===== src/rtl/lcd_seq_pkg.sv =====
package lcd_seq_pkg;
  typedef enum logic [1:0] {
    LVL_VDD = 2'd0,
    LVL_V1  = 2'd1,
    LVL_V2  = 2'd2,
    LVL_V3  = 2'd3
  } lvl_e;
endpackage


===== src/rtl/lcd_com_counter.sv =====
module lcd_com_counter #(
  parameter int NUM_COM = 4,
  localparam int IDX_W  = $clog2(NUM_COM)
) (
  input  logic             clk,
  input  logic             rst_n,
  input  logic             tick_en,
  output logic [IDX_W-1:0] idx_q,
  output logic             neg_q
);
  localparam logic [IDX_W-1:0] LAST = IDX_W'(NUM_COM - 1);

  logic [IDX_W-1:0] idx_d;
  logic             neg_d;

  always_comb begin
    idx_d = idx_q;
    neg_d = neg_q;
    if (tick_en) begin
      if (idx_q == LAST) begin
        idx_d = '0;
        neg_d = ~neg_q;
      end else begin
        idx_d = idx_q + 1'b1;
      end
    end
  end

  always_ff @(posedge clk or negedge rst_n) begin
    if (!rst_n) begin
      idx_q <= '0;
      neg_q <= 1'b0;
    end else begin
      idx_q <= idx_d;
      neg_q <= neg_d;
    end
  end
endmodule


===== src/rtl/lcd_com_drv.sv =====
module lcd_com_drv
  import lcd_seq_pkg::*;
#(
  parameter int NUM_COM = 4,
  localparam int IDX_W  = $clog2(NUM_COM)
) (
  input  logic [IDX_W-1:0]     idx,
  input  logic                 neg,
  input  logic                 on,
  output logic [2*NUM_COM-1:0] lvl
);
  lvl_e sel_lvl, desel_lvl;

  assign sel_lvl   = neg ? LVL_V3 : LVL_VDD;
  assign desel_lvl = neg ? LVL_V1 : LVL_V2;

  for (genvar c = 0; c < NUM_COM; c++) begin : g_com
    assign lvl[2*c +: 2] = (on && idx == IDX_W'(c)) ? sel_lvl : desel_lvl;
  end
endmodule


===== src/rtl/lcd_seg_drv.sv =====
module lcd_seg_drv
  import lcd_seq_pkg::*;
#(
  parameter int NUM_COM = 4,
  parameter int NUM_SEG = 32,
  localparam int IDX_W  = $clog2(NUM_COM)
) (
  input  logic [IDX_W-1:0]         idx,
  input  logic                     neg,
  input  logic                     on,
  input  logic [NUM_COM*NUM_SEG-1:0] data,
  output logic [2*NUM_SEG-1:0]     lvl
);
  lvl_e lit_lvl, dark_lvl;

  assign lit_lvl  = neg ? LVL_VDD : LVL_V3;
  assign dark_lvl = neg ? LVL_V2  : LVL_V1;

  for (genvar s = 0; s < NUM_SEG; s++) begin : g_seg
    logic [NUM_COM-1:0] word;
    logic               lit;
    assign word = data[NUM_COM*s +: NUM_COM];
    assign lit  = on & word[idx];
    assign lvl[2*s +: 2] = lit ? lit_lvl : dark_lvl;
  end
endmodule


===== src/rtl/lcd_quarter_seq.sv =====
module lcd_quarter_seq #(
  parameter int NUM_COM = 4,
  parameter int NUM_SEG = 32,
  localparam int IDX_W  = $clog2(NUM_COM),
  localparam int RAM_W  = NUM_COM * NUM_SEG
) (
  input  logic               clk,
  input  logic               rst_n,
  input  logic               tick_en,
  input  logic               disp_on,
  input  logic [RAM_W-1:0]   seg_data,
  output logic [2*NUM_COM-1:0] com_lvl,
  output logic [2*NUM_SEG-1:0] seg_lvl,
  output logic [IDX_W-1:0]   com_idx,
  output logic               frame_neg
);
  logic disp_q, disp_d;

  assign disp_d = disp_on;

  always_ff @(posedge clk or negedge rst_n) begin
    if (!rst_n) disp_q <= 1'b0;
    else        disp_q <= disp_d;
  end

  lcd_com_counter #(.NUM_COM(NUM_COM)) u_cnt (
    .clk     (clk),
    .rst_n   (rst_n),
    .tick_en (tick_en),
    .idx_q   (com_idx),
    .neg_q   (frame_neg)
  );

  lcd_com_drv #(.NUM_COM(NUM_COM)) u_com (
    .idx (com_idx),
    .neg (frame_neg),
    .on  (disp_q),
    .lvl (com_lvl)
  );

  lcd_seg_drv #(.NUM_COM(NUM_COM), .NUM_SEG(NUM_SEG)) u_seg (
    .idx  (com_idx),
    .neg  (frame_neg),
    .on   (disp_q),
    .data (seg_data),
    .lvl  (seg_lvl)
  );
endmodule


===== config.mk =====
export PLATFORM = sky130hd
export DESIGN_NAME = lcd_quarter_seq
export DESIGN_NICKNAME = d
export VERILOG_FILES = /design/src/rtl/lcd_seq_pkg.sv /design/src/rtl/lcd_com_counter.sv /design/src/rtl/lcd_com_drv.sv /design/src/rtl/lcd_seg_drv.sv /design/src/rtl/lcd_quarter_seq.sv
export SDC_FILE = /design/constraint.sdc
export NUM_CORES = 1
export LEC_CHECK = 0
export BUFFER_PORTS_ARGS = -buffer_cell sky130_fd_sc_hd__buf_2
export CAP_MARGIN = 20
export CORE_MARGIN = 1.5
export CORE_UTILIZATION = 37
export CTS_CLUSTER_SIZE = 40
export DETAILED_ROUTE_END_ITERATION = 6
export HOLD_SLACK_MARGIN = 0.02
export PLACE_DENSITY = 0.86
export SETUP_SLACK_MARGIN = 0.1
export SYNTH_ARGS = -nofsm -noshare
export SYNTH_HDL_FRONTEND = slang
export SYNTH_HIERARCHICAL = 1
export SYNTH_SLANG_ARGS = --single-unit

===== constraint.sdc =====
create_clock -name clk -period 2.4 [get_ports clk]
set_input_delay 0.36 -clock clk [delete_from_list [all_inputs] [get_ports clk]]
set_output_delay 0.36 -clock clk [all_outputs]
set_load 0.02 [all_outputs]

==> impl_metrics.ini, run 1 <==
[run_status]
status = finished with violations
failed_checks = negative setup slack

[floorplanning]
rows = 30
num_io_pins = 207
die_outline_area_um2 = 7437
core_area_um2 = 6756
initial_core_util = 0.3794
fp.dieW_um = 86.24
die_extent_in_y_um = 86.24

[clock_tree]
tritoncts.num_buffers = 3
clk_latency_ns = 0.22
clkSlewWorstSetupHoldPaths_ns = 0.03
cts_tree = built
tritoncts_num_sinks = 4
root_buffer = sky130_fd_sc_hd__clkbuf_8
h-tree-depth = 1
cts-root-to-sink-buffers = 2

[sta]
unrepaired_setup_endpoints_after_global_routing = true
setup_viol = 1
fmaxAchievable_ghz = 0.4166
fin_hold_ws_ns = 0.2611
final-hold-violation-count = 0
tightest_slew_ns = 0.4002
timing_max_transition_violations_final = 0
worst_clock_skew_ns = 0.0007597
post-route-min-period_ns = 2.400
post-route-period-util = 1.000
final.setup.worst_slack_ns = -0.0003162
slew_headroom = 0.7332

[global_route]
grt_antenna_before_repair = 0
largest_net_degree_at_the_start_of_global_routing = 35
gr-usage-all-layers = 0.1932
grt_first_pass_wirelength_um = 11970
grt_remaining_overflow = 0
grt_pass1_vias = 2864

[synthesis]
synth_fa_ha_area_frac = 0.3172
synth_cell_area_um2 = 2564
synth_top_cells_by_area = sky130_fd_sc_hd__ha_1 32%, sky130_fd_sc_hd__mux2i_1 25%, sky130_fd_sc_hd__o22a_1 11%
mappedNetlistNets = 466
postSynthRegisterBits = 4
yosys_warnings = 6
synthDominantAreaCellType = sky130_fd_sc_hd__ha_1
post_synth_mux_area_share = 0.2596
synth_xor_xnor_area_share = 0.01708
avgSynthCellArea_um2 = 9.531
synthDistinctLibCells = 21
synth_compound_area_frac = 0.1874
synth_top_family_by_area = adder cells
area_fraction_in_and_or_nand_and_nor_cells_after_synthesis = 0.09858
post_synth_inst_count = 269
synth_top_cell_area_share = 0.3172
synth_sequential_area_ratio = 0.03904

[critical_path]
worstSetupPathType = flop to output port
worstRegToRegCells = 4
worst_setup_path_end_kind = output port
timing.reg2reg.setup_slack_ns = 0.96
crit_path_start = u_cnt/idx_q[1]$_DFFE_PN0P_
timing.critical_path.fanout_max = 7
worstSetupStartpointType = flop
worst_r2r_startpoint = u_cnt/idx_q[1]$_DFFE_PN0P_
worstReg2RegEnd = u_cnt/idx_q[1]$_DFFE_PN0P_
crit_arrival_ns = 2.04
setup.worst_path.end = seg_lvl[34]
worst-endpoint-required_ns = 2.04

[worst_hold_path]
holdCritStartpoint = disp_on
hold_class = input port to flop

[place]
dp_cells = 542
numPortBuffers = 206
detailed_place_hpwl_um = 6060
detailedPlace.worstSlack_ns = 0.2115
finalWeightedCongestion = 0.7847

[route]
wl_per_cell_um = 18.46
via_per_instance_ratio = 5.599
drt_pre_antenna_iters = 4
drc = 0
detail-route-antenna-nets = 0
drt_first_iter_violations = 80
routed_wl_um = 10270
route.vias.total = 3113

[finish]
final_standard_cell_count_with_taps_included_and_fillers_excluded = 556
post_route_cells_drive_above_1_share = 0.7311
most_frequent_cells_in_the_layout = 175 x sky130_fd_sc_hd__buf_2, 44 x sky130_fd_sc_hd__ha_1, 42 x sky130_fd_sc_hd__mux2i_4, 32 x sky130_fd_sc_hd__buf_6, 32 x sky130_fd_sc_hd__o22a_1
total_inserted_antenna_cells = 0
layout.cells.most_common = sky130_fd_sc_hd__buf_2
syn_to_final_growth_pct = 88.29
fin_nets = 675

[pwr]
p_leak_uw = 0.002225
power.ir.vdd_worst_v = 0.0009420
pwr_density_cell_nw_per_um2 = 1432

[job]
drv.max_cap_violation_count = 0
## stage by stage
stage                     cell area [µm²]  utilization    TNS [ns]  power, µW
after detailed placement             3625       0.5365           0       4643
after global placement               3625       0.5365           0       4496
after CTS                            3804       0.5630           0       5003
final                                4827       0.7144  -0.0003162       6913
after floorplan                      2569            -      -4.980       3636
after global routing                 4827       0.7144    -0.04691       7296
## cell families after synthesis
family	Yosys count
DFF	4
muxes	66
and+or+nand+nor	40
adders and majority gates	65
AOI/OAI and AO/OA	64
xor gates and xnor gates	5
buffers and inverters	25
## timing repair
item,in CTS,in global routing
pin swaps,0,16
resized for setup,26,202
hold buffers,1,0
hold endpoints to repair,4,0
cloned,1,5
setup endpoints to repair,32,32
buffers inserted,1,3
## cells in the mapped netlist, drive strengths merged
master / n
nand2: 2
xor2: 3
or2: 32
dfrtp: 4
mux2i: 65
ha: 65
buf: 18
inv: 1
xnor2: 2
clkbuf: 6
o22ai: 32
o22a: 32
nand3b: 2
nand3: 1
nor3b: 1
nand2b: 2
mux2: 1
## worst max-delay path: stages (launching register included)
cell	delay, ns
sky130_fd_sc_hd__dfrtp_4	0.49
sky130_fd_sc_hd__buf_12	0.17
sky130_fd_sc_hd__buf_6	0.15
sky130_fd_sc_hd__mux2i_2	0.24
sky130_fd_sc_hd__o22ai_2	0.11
sky130_fd_sc_hd__ha_1	0.21
sky130_fd_sc_hd__or2_2	0.31
sky130_fd_sc_hd__buf_6	0.14
## report_power, final
group          leakage [µW]  internal [µW]  switching, µW  total, µW
sequential        0.0000440            100           60.6        161
clock             0.0000216            107           36.5        143
combinational       0.00216           3300           3310       6610
## metal layers
layer  track usage  wire, µm
met1        0.1859      3470
met4       0.05865       353
met3       0.02667       728
met2        0.4130      5712
met5             0         0
## sequential cells by signal (all words and copies together) (netlist names)
register / cells
u_cnt/neg_q: 1
disp_q: 1
u_cnt/idx_q: 2
## area by class of cell
| type | instances | area (µm²) |
|---|---|---|
| fillers | 478 | 1929 |
| flip-flops and latches | 4 | 106.4 |
| multi-input cells | 240 | 2975 |
| well taps | 80 | 100.1 |
| inverters | 1 | 7.507 |
| repair buffers | 228 | 1597 |
| clock buffers | 3 | 41.29 |
## worst min-delay path by stage
| stage | end | slack (ns) | depth (start not counted) |
|---|---|---|---|
| 3_5_place_dp | disp_q$_DFF_PN0_ | 0.17 | 1 |
| 6_report | disp_q$_DFF_PN0_ | 0.26 | 1 |
| 4_1_cts | disp_q$_DFF_PN0_ | 0.25 | 1 |
| 2_1_floorplan | disp_q$_DFF_PN0_ | 0.06 | 0 |
| 5_1_grt | disp_q$_DFF_PN0_ | 0.26 | 1 |
| 3_3_place_gp | u_cnt/idx_q[1]$_DFFE_PN0P_ | 0.17 | 1 |
Power figures use the tool's default switching activity.
==> run 2, diff against run 1 <==
--- a/config.mk
+++ b/config.mk
@@ -5,14 +5,15 @@
 export SDC_FILE = /design/constraint.sdc
 export NUM_CORES = 1
 export LEC_CHECK = 0
+export ABC_AREA = 1
 export BUFFER_PORTS_ARGS = -buffer_cell sky130_fd_sc_hd__buf_2
 export CAP_MARGIN = 20
 export CORE_MARGIN = 1.5
-export CORE_UTILIZATION = 37
+export CORE_UTILIZATION = 40
 export CTS_CLUSTER_SIZE = 40
 export DETAILED_ROUTE_END_ITERATION = 6
 export HOLD_SLACK_MARGIN = 0.02
-export PLACE_DENSITY = 0.86
+export PLACE_DENSITY = 0.85
 export SETUP_SLACK_MARGIN = 0.1
 export SYNTH_ARGS = -nofsm -noshare
 export SYNTH_HDL_FRONTEND = slang
==> run 2 against run 1 <==
Against the previous run: the flow now finishes without violations; register-to-register slack better by 0.20 ns; largest cell class unchanged; utilization shrank 15 points; routed wire length increased by 1.5%; non-clock buffer count shrank 7; highest routed layer unchanged.
==> impl_metrics.ini, run 2 <==
[critical_path]
crit_arrival_ns = 1.87
worstSetupStartpointType = flop
worst_setup_path_end_kind = output port
timing.reg2reg.setup_slack_ns = 1.16
crit_path_start = u_cnt/idx_q[0]$_DFFE_PN0P_
worstReg2RegEnd = u_cnt/idx_q[0]$_DFFE_PN0P_
setup.worst_path.end = seg_lvl[30]
worst_r2r_startpoint = u_cnt/idx_q[1]$_DFFE_PN0P_
worstRegToRegCells = 5
worst-endpoint-required_ns = 2.04
timing.critical_path.fanout_max = 13
worstSetupPathType = flop to output port

[route]
routed_wl_um = 10420
drt_pre_antenna_iters = 5
wl_per_cell_um = 11.83
drt_first_iter_violations = 135
route.vias.total = 4067
via_per_instance_ratio = 4.616
drc = 0
detail-route-antenna-nets = 0

[sta]
tightest_slew_ns = 0.4411
final-hold-violation-count = 0
setup_viol = 0
post-route-min-period_ns = 2.234
final.setup.worst_slack_ns = 0.1658
worst_clock_skew_ns = 0.003504
unrepaired_setup_endpoints_after_global_routing = true
timing_max_transition_violations_final = 0
post-route-period-util = 0.9309
fmaxAchievable_ghz = 0.4476
slew_headroom = 0.7060

[finish]
most_frequent_cells_in_the_layout = 210 x sky130_fd_sc_hd__nand2_1, 206 x sky130_fd_sc_hd__buf_2, 134 x sky130_fd_sc_hd__inv_1, 63 x sky130_fd_sc_hd__ha_1, 56 x sky130_fd_sc_hd__nand3_1
max_reg_flops = 2
registers.top_by_ff_count = u_cnt/idx_q
total_inserted_antenna_cells = 0
reg.largest.list = u_cnt/idx_q (2), disp_q (1), u_cnt/neg_q (1)
final.fill_count = 814
syn_to_final_growth_pct = 35.18
final_standard_cell_count_with_taps_included_and_fillers_excluded = 881
post_route_cells_drive_above_1_share = 0.3594
layout.cells.most_common = sky130_fd_sc_hd__nand2_1
fin_nets = 977

[clock_tree]
cts-root-to-sink-buffers = 2
clk_latency_ns = 0.22
h-tree-depth = 1
tritoncts.num_buffers = 3
tritoncts_num_sinks = 4
clkSlewWorstSetupHoldPaths_ns = 0.03
cts_tree = built
root_buffer = sky130_fd_sc_hd__clkbuf_8

[synthesis]
synth_top_cell_area_share = 0.2467
avgSynthCellArea_um2 = 5.626
synth_top_cells_by_area = sky130_fd_sc_hd__ha_1 25%, sky130_fd_sc_hd__nand2_1 24%, sky130_fd_sc_hd__inv_1 15%
synth_edf_count = 0
synth.cells.most_frequent = 210 x sky130_fd_sc_hd__nand2_1, 135 x sky130_fd_sc_hd__inv_1, 65 x sky130_fd_sc_hd__ha_1
yosys_warnings = 6
synth_cell_area_um2 = 3297
mappedNetlistNets = 783
synthDistinctLibCells = 18
postSynthRegisterBits = 4
cell_with_the_most_instances_after_synthesis = sky130_fd_sc_hd__nand2_1
synth_sequential_area_ratio = 0.03036
synthDominantAreaCellType = sky130_fd_sc_hd__ha_1
post_synth_inst_count = 586
ys.flop_type = sky130_fd_sc_hd__dfrtp_1
synth_async_sr_flop_share = 1.000

[floorplanning]
die_extent_in_y_um = 93.79
num_io_pins = 207
die_outline_area_um2 = 8796
fp.dieW_um = 93.79
core_area_um2 = 7848
rows = 32
initial_core_util = 0.4201

[run_status]
status = finished clean

[pwr]
pwr_density_cell_nw_per_um2 = 1209
power_report.internal_total_uw = 2052
clk_pwr_share = 0.029
p_leak_uw = 0.003062
power.ir.vdd_worst_v = 0.0007568
combinationalPowerShare = 0.943
power_switching_uw = 3335
share_seq_of_total_power = 0.028
power_switching_share = 0.6191

[place]
detailedPlace.worstSlack_ns = 0.3437
numPortBuffers = 206
detailed_place_hpwl_um = 7345
dp_cells = 873
finalWeightedCongestion = 0.8438

[global_route]
grt_antenna_before_repair = 0
grt_remaining_overflow = 0
largest_net_degree_at_the_start_of_global_routing = 52
gr-usage-all-layers = 0.2167
grt_first_pass_wirelength_um = 15750
grt_pass1_vias = 3725

[job]
drv.max_cap_violation_count = 0

[worst_hold_path]
hold_class = input port to flop
==> run 2: cell count changes after synthesis, moves of 11 or more <==
cell,before,now
sky130_fd_sc_hd__nand3_2,0,13
sky130_fd_sc_hd__o22a_1,32,0
sky130_fd_sc_hd__inv_1,1,135
sky130_fd_sc_hd__buf_6,1,12
sky130_fd_sc_hd__nand3_1,1,56
sky130_fd_sc_hd__mux2i_1,65,0
sky130_fd_sc_hd__nand2_1,2,210
sky130_fd_sc_hd__a21oi_1,0,28
sky130_fd_sc_hd__o22ai_1,32,0
==> run 2: worst min-delay path by stage <==
stage          startpoint               end  cells past startpoint
6_report          disp_on  disp_q$_DFF_PN0_                      1
5_1_grt           disp_on  disp_q$_DFF_PN0_                      1
4_1_cts           disp_on  disp_q$_DFF_PN0_                      1
3_5_place_dp        rst_n  disp_q$_DFF_PN0_                      1
3_3_place_gp        rst_n  disp_q$_DFF_PN0_                      1
2_1_floorplan       rst_n  disp_q$_DFF_PN0_                      0
==> run 2: through the flow <==
stage            util  TNS [ns]  cell area [µm²]  hold slack [ns]  total power (µW)
3_3_place_gp   0.5509         0             4323           0.1782              4995
5_1_grt        0.5679         0             4457           0.2524              5967
2_1_floorplan       -    -3.817             3309          0.06441              3971
6_report       0.5679         0             4457           0.2550              5387
3_5_place_dp   0.5509         0             4323           0.1804              5080
4_1_cts        0.5579         0             4378           0.2479              5260
==> run 2: power by group through the flow <==
stage	Clock [µW]	Sequential (µW)	Combinational, µW
floorplan	0	185	3790
global placement	0	142	4850
detailed placement	0	146	4930
CTS	160	145	4960
global route	162	157	5650
finish	156	152	5080
==> run 2: worst max-delay path: stages (launching register included) <==
cell and delay, ns:
sky130_fd_sc_hd__dfrtp_2 0.45, sky130_fd_sc_hd__inv_4 0.13, sky130_fd_sc_hd__buf_6 0.17, sky130_fd_sc_hd__nand2_1 0.06, sky130_fd_sc_hd__nand3_1 0.09, sky130_fd_sc_hd__a21oi_1 0.10, sky130_fd_sc_hd__ha_1 0.21, sky130_fd_sc_hd__or2_2 0.28
sky130_fd_sc_hd__buf_2 0.16
==> run 2: cells by family (layout without fill, tap and decap cells) <==
| kind of cell | count (synthesis) | after routing | share of synthesized area |
|---|---|---|---|
| flip-flops | 4 | 4 | 0.03036 |
| buffers and inverters | 169 | 362 | 0.2376 |
| adder cells (fa/ha/maj) | 65 | 65 | 0.2467 |
| AO/OA/AOI/OAI | 32 | 32 | 0.05313 |
| AND/OR/NAND/NOR | 316 | 316 | 0.4323 |
==> run 2: area by class of cell <==
| class | instances | area, µm² | area share |
|---|---|---|---|
| Clock buffer | 4 | 45.04 | 0.01011 |
| Inverter | 137 | 521.8 | 0.1171 |
| Multi-Input combinational cell | 413 | 2421 | 0.5432 |
| Sequential cell | 4 | 103.9 | 0.02330 |
| Tap cell | 102 | 127.6 | 0.02864 |
| Timing Repair Buffer | 221 | 1237 | 0.2777 |
==> run 2: what timing repair did <==
item,in CTS,in global routing
resized for setup,0,5
setup endpoints to repair,0,31
hold buffers,1,0
hold endpoints to repair,4,0
setup buffers,0,0
==> run 2: routing by layer <==
layer  vias up  part of all wire  track usage
met5         -                 0            0
met4         0            0.0053      0.04104
met3         8             0.077      0.02104
met2       158              0.50       0.4378
met1      1782              0.42       0.2413
li1       2119                 -            -
==> run 3, diff against run 2 <==
--- a/config.mk
+++ b/config.mk
@@ -10,6 +10,7 @@
 export CAP_MARGIN = 20
 export CORE_MARGIN = 1.5
 export CORE_UTILIZATION = 40
+export CTS_BUF_LIST = sky130_fd_sc_hd__clkbuf_8 sky130_fd_sc_hd__clkbuf_16
 export CTS_CLUSTER_SIZE = 40
 export DETAILED_ROUTE_END_ITERATION = 6
 export HOLD_SLACK_MARGIN = 0.02
==> run 3 against run 2 <==
Against the previous run: clock power shrank 3%; global-route usage is the same; routed wire length shrank 0.25%; combinational power is essentially flat; first-iteration DRC count is the same; via count shrank 0.27%; die area is the same; fmax is essentially flat.
==> impl_metrics.ini, run 3 (synthesis gave the netlist of run 2 again) <==
[finish]
layout.cells.most_common = sky130_fd_sc_hd__nand2_1
final.fill_count = 814
fin_area_um2 = 4457
syn_to_final_growth_pct = 35.18
reg.largest.list = u_cnt/idx_q (2), disp_q (1), u_cnt/neg_q (1)
sequential_cell_area_um2 = 103.9
multiInputGateArea_um2 = 2421
final_standard_cell_count_with_taps_included_and_fillers_excluded = 881
most_frequent_cells_in_the_layout = 210 x sky130_fd_sc_hd__nand2_1, 206 x sky130_fd_sc_hd__buf_2, 135 x sky130_fd_sc_hd__inv_1, 63 x sky130_fd_sc_hd__ha_1, 56 x sky130_fd_sc_hd__nand3_1
post_route_cells_drive_above_1_share = 0.3594
total_inserted_antenna_cells = 0
fin_nets = 977
max_reg_flops = 2
registers.top_by_ff_count = u_cnt/idx_q

[place]
finalWeightedCongestion = 0.8438
placement.cell_area_um2 = 4323
numPortBuffers = 206
dp_cells = 873
detailed_place_hpwl_um = 7345

[worst_hold_path]
holdCritStartpoint = disp_on
timing.hold.worst_endpoint = disp_q$_DFF_PN0_
whs_path_depth = 1
hold_class = input port to flop

[pwr]
pwr_density_cell_nw_per_um2 = 1207
p_leak_uw = 0.003066
power.ir.vdd_worst_v = 0.0007543

[clock_tree]
tritoncts_num_sinks = 4
root_buffer = sky130_fd_sc_hd__clkbuf_8
cts_tree = built
h-tree-depth = 1
tritoncts.num_buffers = 3
clk_latency_ns = 0.22
cts-root-to-sink-buffers = 2
clkSlewWorstSetupHoldPaths_ns = 0.03

[sta]
slew_headroom = 0.7053
timing_max_transition_violations_final = 0
post-route-period-util = 0.9307
fmaxAchievable_ghz = 0.4477
post-route-min-period_ns = 2.234
unrepaired_setup_endpoints_after_global_routing = true
tightest_slew_ns = 0.4421
setup_viol = 0
worst_clock_skew_ns = 0.004075
final-hold-violation-count = 0

[route]
drc = 0
via_per_instance_ratio = 4.604
drt_first_iter_violations = 135
detail-route-antenna-nets = 0
wl_per_cell_um = 11.80
route.vias.total = 4056
drt_pre_antenna_iters = 5
routed_wl_um = 10390

[run_status]
status = finished clean

[job]
drv.max_cap_violation_count = 0

[critical_path]
timing.critical_path.fanout_max = 13
worstSetupStartpointType = flop
worst-endpoint-required_ns = 2.04
worstRegToRegCells = 5
crit_path_start = u_cnt/idx_q[0]$_DFFE_PN0P_
worstReg2RegEnd = u_cnt/idx_q[0]$_DFFE_PN0P_
worst_r2r_startpoint = u_cnt/idx_q[1]$_DFFE_PN0P_
timing.reg2reg.setup_slack_ns = 1.17
worstSetupPathType = flop to output port
crit_arrival_ns = 1.87
worst_setup_path_end_kind = output port

[floorplanning]
initial_core_util = 0.4201
core_area_um2 = 7848
fp.dieW_um = 93.79
die_extent_in_y_um = 93.79
num_io_pins = 207
rows = 32
die_outline_area_um2 = 8796

[global_route]
grt_pass1_vias = 3725
grt_remaining_overflow = 0
largest_net_degree_at_the_start_of_global_routing = 52
grt_first_pass_wirelength_um = 15750
grt_antenna_before_repair = 0
gr-usage-all-layers = 0.2167
[run 3: changes by cell type in the layout (fill, tap and decap cells not counted)]
cell	before	now
sky130_fd_sc_hd__clkbuf_1	1	0
sky130_fd_sc_hd__inv_1	134	135
[run 3: what timing repair did]
| action | in CTS | in global routing |
|---|---|---|
| setup endpoints to repair | 0 | 32 |
| hold buffers | 1 | 0 |
| gates resized for setup | 0 | 5 |
| hold endpoints to repair | 4 | 0 |
| buffers inserted | 0 | 0 |
[run 3: final cells by class]
cell class                      count  area share
Clock inverter                      1   0.0008422
Tap cell                          102     0.02864
Clock buffer                        3    0.009264
Sequential cell                     4     0.02330
Inverter                          137      0.1171
Timing Repair Buffer              221      0.2777
Multi-Input combinational cell    413      0.5432
[run 3: metal layers]
metal | track usage | vias up | wire length [µm]
met4 | 0.04104 | 0 | 51
met2 | 0.4378 | 153 | 5227
met5 | 0 | - | 0
met1 | 0.2413 | 1778 | 4321
met3 | 0.02104 | 6 | 792
li1 | - | 2119 | -
[run 3: metrics by stage]
step	setup slack [ns]	power [µW]	setup TNS [ns]	utilization	hold WS [ns]
2_1_floorplan	-0.1228	3971	-3.817	-	0.06441
5_1_grt	0.07492	5963	0	0.5679	0.2524
3_3_place_gp	0.4013	4995	0	0.5509	0.1782
4_1_cts	0.1052	5256	0	0.5579	0.2479
3_5_place_dp	0.3437	5080	0	0.5509	0.1804
6_report	0.1663	5381	0	0.5679	0.2536
[run 3: report_power, final]
part,switching [µW],leakage (µW),internal (µW),total (µW)
sequential,54.8,0.0000449,96.6,151
clock,42.1,0.0000269,110,152
combinational,3240,0.00299,1840,5080
total,3330,0.00307,2050,5380
[run 3: worst max-delay path by stage]
stage	to	slack, ns	cells past startpoint
final	seg_lvl[30]	0.17	8
after global routing	seg_lvl[32]	0.07	7
after CTS	seg_lvl[32]	0.11	7
after detailed placement	seg_lvl[62]	0.34	7
after global placement	seg_lvl[0]	0.40	7
after floorplan	seg_lvl[0]	-0.12	3
[run 3: worst max-delay path, cell delays in order, from the launching register on]
cell and delay, ns:
sky130_fd_sc_hd__dfrtp_2 0.45, sky130_fd_sc_hd__inv_4 0.13, sky130_fd_sc_hd__buf_6 0.17, sky130_fd_sc_hd__nand2_1 0.06, sky130_fd_sc_hd__nand3_1 0.09, sky130_fd_sc_hd__a21oi_1 0.10, sky130_fd_sc_hd__ha_1 0.21, sky130_fd_sc_hd__or2_2 0.28
sky130_fd_sc_hd__buf_2 0.16
